===== config.mk =====
export PLATFORM = sky130hd
export DESIGN_NAME = dma_req_qualifier
export DESIGN_NICKNAME = d
export VERILOG_FILES = /design/src/rtl/dma_req_qualifier.sv
export SDC_FILE = /design/constraint.sdc
export NUM_CORES = 1
export LEC_CHECK = 0
export CAP_MARGIN = 20
export CORE_AREA = 3 3 259 261
export CTS_BUF_LIST = sky130_fd_sc_hd__clkbuf_8 sky130_fd_sc_hd__clkbuf_16
export DETAILED_ROUTE_END_ITERATION = 16
export DIE_AREA = 0 0 262 264
export REMOVE_ABC_BUFFERS = 1
export SYNTH_ARGS = -nofsm -noshare
export SYNTH_HDL_FRONTEND = slang
export SYNTH_SLANG_ARGS = --single-unit

===== constraint.sdc =====
create_clock -name clk -period 1.4 [get_ports clk]
set_input_delay 0.28 -clock clk [delete_from_list [all_inputs] [get_ports clk]]
set_output_delay 0.28 -clock clk [all_outputs]
set_load 0.02 [all_outputs]

===== src/rtl/dma_req_qualifier.sv =====
module dma_req_qualifier #(
  parameter int NCH      = 32,
  parameter int CNT_W    = 11,
  parameter int SZ_W     = 4,
  parameter int MAX_LOG2 = 10
) (
  input  logic                 clk,
  input  logic                 rst_n,
  input  logic                 set_we,
  input  logic [NCH-1:0]       set_wdata,
  input  logic                 clr_we,
  input  logic [NCH-1:0]       clr_wdata,
  output logic [NCH-1:0]       burst_only,
  input  logic [NCH-1:0]       single_req,
  input  logic [NCH-1:0]       burst_req,
  input  logic [NCH*CNT_W-1:0] remaining,
  input  logic [NCH*SZ_W-1:0]  arb_log2,
  output logic [NCH-1:0]       req_out
);

  logic [NCH-1:0] ub;
  logic [NCH-1:0] auto_clr;
  logic [NCH-1:0] set_m, clr_m;

  genvar i;
  generate
    for (i = 0; i < NCH; i++) begin : g_ch
      logic [SZ_W-1:0]  lg, lg_c;
      logic [CNT_W:0]   thr;
      logic [CNT_W-1:0] rem;
      assign lg   = arb_log2[i*SZ_W +: SZ_W];
      assign rem  = remaining[i*CNT_W +: CNT_W];
      assign lg_c = (int'(lg) > MAX_LOG2) ? SZ_W'(MAX_LOG2) : lg;
      assign thr  = (CNT_W+1)'(1) << lg_c;
      assign auto_clr[i] = {1'b0, rem} < thr;
    end
  endgenerate

  assign set_m = set_we ? set_wdata : '0;
  assign clr_m = clr_we ? clr_wdata : '0;
  assign burst_only = ub;

  always_ff @(posedge clk or negedge rst_n) begin
    if (!rst_n) begin
      ub      <= '0;
      req_out <= '0;
    end else begin
      ub      <= (ub | set_m) & ~clr_m & ~auto_clr;
      req_out <= burst_req | (single_req & ~ub);
    end
  end

  a_r2_set_takes: assert property (@(posedge clk) disable iff (!rst_n)
    |(set_m & ~clr_m & ~auto_clr) |=> (ub & $past(set_m & ~clr_m & ~auto_clr)) == $past(set_m & ~clr_m & ~auto_clr));
  a_r4_clear_wins: assert property (@(posedge clk) disable iff (!rst_n)
    |clr_m |=> (ub & $past(clr_m)) == '0);
  a_r5_auto_clear: assert property (@(posedge clk) disable iff (!rst_n)
    |auto_clr |=> (ub & $past(auto_clr)) == '0);
  a_r7_single_masked: assert property (@(posedge clk) disable iff (!rst_n)
    1'b1 |=> (req_out & ~$past(burst_req) & $past(ub)) == '0);
  a_r6_req_passes: assert property (@(posedge clk) disable iff (!rst_n)
    1'b1 |=> (~req_out & ($past(burst_req) | ($past(single_req) & ~$past(ub)))) == '0);
  a_r8_hold: assert property (@(posedge clk) disable iff (!rst_n)
    (!set_we && !clr_we && auto_clr == '0) |=> $stable(ub));

endmodule


==> impl_metrics.py, run 1 <==
metrics = {
    "routing": {
        "vias": 15500,
        "first_pass_iters": 5,
        "drt_iter0_drc": 411,
        "wire_per_inst_um": 19.7,
        "postRouteAntennaNets": 0,
        "totalWireLength_um": 65700,
        "via_per_inst": 4.65,
        "drcViolationCount": 0,
    },
    "setup_path": {
        "arrival_ns": 1.70,
        "reg2reg_slack_ns": 0.29,
        "max_stage_delay_ns": 0.31,
        "crit_chain": "buf_4 > buf_6 > nor2_4 > nand2_1 > ha_1 > o21ai_0 > a21oi_1 > o31ai_2 > a221oi_2",
        "cp_slowest_cell": "ha_1",
        "crit_path_end_kind": "flop",
        "worstSetupStartpointType": "input pin",
        "rr_worst_depth": 4,
        "critical_path.max_fanout": 5,
        "crit_buf_inv": 2,
        "timing_worst_setup_path_type": "input pin to flop",
        "rr_startpoint": "burst_only[7]$_DFF_PN0_",
        "crit_required_ns": 1.61,
        "crit_family": "compound AO/OA/AOI/OAI gates",
        "r2r_end": "burst_only[7]$_DFF_PN0_",
    },
    "cells_and_area": {
        "layout_commonest_cell": "clkdlybuf4s50_1",
        "final_cells": 3340,
        "final_cell_mix": "clkdlybuf4s50_1 (369), buf_4 (224), ha_1 (185)",
        "area_growth_pct": 129,
        "drive_gt1_frac": 0.423,
        "final_util": 0.406,
        "nNetsFinal": 3395,
        "n_fill_cell": 6321,
    },
    "yosys": {
        "synth_compound_area_frac": 0.213,
        "yosys.area.top_type": "ha_1",
        "yosys.area_share.xor_xnor": 0,
        "synth_top_family_by_area": "adder cells",
        "synthCells": 1503,
        "synth_area_leaders": "ha_1 (35%), dfrtp_1 (14%), nand2_1 (7.2%), nor2b_1 (6.8%), a21oi_1 (4.5%)",
        "ys_ff_latch": 64,
        "yosysSeqAreaShare": 0.140,
        "synth.avg_cell_area_um2": 7.62,
        "ys_types": 31,
        "synth_mux_area_frac": 0,
        "netlist_area_um2": 11500,
        "synthAdderAreaFrac": 0.349,
        "synthSimpleGateAreaFrac": 0.273,
        "synth_top_area_frac": 0.349,
        "ys_warn_count": 0,
    },
    "die": {
        "die_height_um": 264,
        "io-pin-count": 676,
        "num_rows": 93,
        "die_area_um2": 69200,
        "die_x_um": 262,
        "initial_utilization": 0.177,
        "placeableCoreArea_um2": 64700,
    },
    "place": {
        "dp_hpwl_um": 51200,
        "gp_congestion": 0.929,
        "portBuffers": 675,
        "place_inst": 3272,
    },
    "grt": {
        "grt_pass1_vias": 16300,
        "antenna_found_initial": 27,
        "grt_max_degree": 65,
        "grt_usage": 0.171,
        "grt_first_pass_wirelength_um": 91000,
        "grt_overflow": 0,
    },
    "clocking": {
        "root_buffer": "clkbuf_16",
        "cts.path.max_buffers": 2,
        "cts_tree": "yes",
        "htreeDepth": 3,
        "path_clk_slew_ns": 0.06,
        "cts_buffers": 9,
        "clock_latency_ns": 0.37,
        "cts_sinks": 64,
    },
    "timing": {
        "slew_headroom": 0.655,
        "whs_ns": 0.347,
        "slew_violations": 0,
        "hold_viol": 0,
        "tns_ns": -0.452,
        "finalCritPeriodShare": 1.06,
        "fmax_mhz": 672,
        "tightest_slew_ns": 0.517,
        "finalClockSkew_ns": 0.0256,
        "period_needed_ns": 1.49,
        "final.setup.worst_slack_ns": -0.0873,
        "setup_viol": 13,
        "rsz0062_at_grt": "true",
    },
    "hold_path": {
        "hp-start": "set_we",
        "hold_end": "burst_only[10]$_DFF_PN0_",
        "worstHoldPathType": "input pin to flop",
        "hold_path_depth": 3,
    },
    "power_and_ir_drop": {
        "p_leak_nw": 11.0,
        "pwr_density_cell_nw_per_um2": 448,
        "power.internal_mw": 7.27,
        "clockPowerShare": 0.201,
        "p_sw_frac": 0.382,
        "combPwrFrac": 0.620,
        "ir_worst_vdd_mv": 0.537,
        "p_seq_frac": 0.180,
        "switchingPower_mw": 4.49,
    },
    "outcome": {
        "status": "complete, but fails checks",
        "violations": "negative setup slack",
    },
    "run": {
        "maxCapViolations": 0,
    },
}
==> through the flow <==
stage          worst slack, ns  area, µm²  power, mW
6_report               -0.0873      26300       11.8
3_5_place_dp            -0.988      21100       7.79
4_1_cts                 -0.101      23600       11.0
3_3_place_gp             -1.01      21100       7.78
5_1_grt                -0.0993      26300       12.6
2_1_floorplan           -0.350      11400       4.14
==> power by group through the flow <==
stage	Clock [mW]	Combinational, mW	Sequential, mW
6_report	2.36	7.29	2.12
5_1_grt	2.53	7.89	2.13
4_1_cts	2.50	6.35	2.12
3_5_place_dp	0	5.64	2.15
3_3_place_gp	0	5.62	2.16
2_1_floorplan	0	1.82	2.32
==> repair_timing <==
action | in CTS | in global routing
endpoints found under the setup margin | 93 | 41
gates resized for setup | 1215 | 599
buffers inserted | 31 | 12
hold endpoints to repair | 64 | 0
pin swaps | 248 | 270
hold buffers | 1 | 0
==> sequential cells by signal, summed over array words and instances, names as in the netlist <==
name / cells
burst_only: 32
req_out: 32
==> routing by layer <==
layer  global-route usage  share of wire
met5                    0        0.00078
met4               0.0621          0.031
met3               0.0530          0.078
met2                0.317           0.52
met1                0.181           0.37
==> cells in the mapped netlist <==
| cell type | number |
|---|---|
| a21oi_2 | 1 |
| a21oi_1 | 104 |
| or3_1 | 7 |
| o31ai_1 | 19 |
| dfrtp_1 | 64 |
| a211o_1 | 1 |
| o221ai_1 | 19 |
| nand4_1 | 30 |
| a31oi_1 | 41 |
| a31o_2 | 1 |
| clkbuf_1 | 6 |
| nand3_1 | 90 |
| o21ai_0 | 69 |
| nor2_1 | 130 |
| o41ai_1 | 7 |
| o21a_1 | 7 |
| nor2b_1 | 125 |
| a221oi_1 | 36 |
| o211ai_1 | 1 |
| nand3b_1 | 11 |
| nor3_1 | 46 |
| inv_1 | 70 |
| ha_1 | 320 |
| o211ai_2 | 1 |
| o41a_1 | 1 |
| a211oi_1 | 2 |
| o22ai_1 | 7 |
| and3_1 | 5 |
| nand2_1 | 221 |
| a21o_1 | 56 |
| o311ai_0 | 5 |
==> cell type report <==
type	instances	area [µm²]	share of cell area
antenna	17	42.5	0.00162
timing repair buffer	955	8990	0.342
multi-input combinational	1363	14100	0.535
clock buffer	10	239	0.00909
tap	855	1070	0.0407
sequential	64	1600	0.0610
clock inverter	6	27.5	0.00105
inverter	70	263	0.00999
==> worst register-to-register path, stage by stage (launching register included) <==
cell	delay, ns
dfrtp_1	0.46
buf_4	0.16
a21oi_1	0.03
buf_4	0.16
a221oi_1	0.21
==> kinds of logic (layout without fill, tap and decap cells) <==
group / Yosys count / in the layout
adder cells (fa/ha/maj): 320 / 320
AND/OR/NAND/NOR: 665 / 665
flip-flops: 64 / 64
other: 0 / 17
AO/OA/AOI/OAI: 378 / 378
buffers and inverters: 76 / 1041
==> worst max path at each step <==
| stage | start | depth (start not counted) | slack, ns | to |
|---|---|---|---|---|
| 2_1_floorplan | arb_log2[34] | 7 | -0.35 | burst_only[8]$_DFF_PN0_ |
| 3_5_place_dp | arb_log2[49] | 8 | -0.99 | burst_only[12]$_DFF_PN0_ |
| 3_3_place_gp | arb_log2[49] | 8 | -1.01 | burst_only[12]$_DFF_PN0_ |
| 6_report | arb_log2[99] | 9 | -0.09 | burst_only[24]$_DFF_PN0_ |
| 5_1_grt | arb_log2[75] | 8 | -0.1 | burst_only[18]$_DFF_PN0_ |
| 4_1_cts | arb_log2[50] | 10 | -0.10 | burst_only[12]$_DFF_PN0_ |
Note: power is estimated with default switching activity, not from simulation.
==> run 2, diff against run 1 <==
Settings changed: CAP_MARGIN 20 to 5.
==> results of run 2 <==
No change in the layout: final DEF, timing and power equal those of run 1.
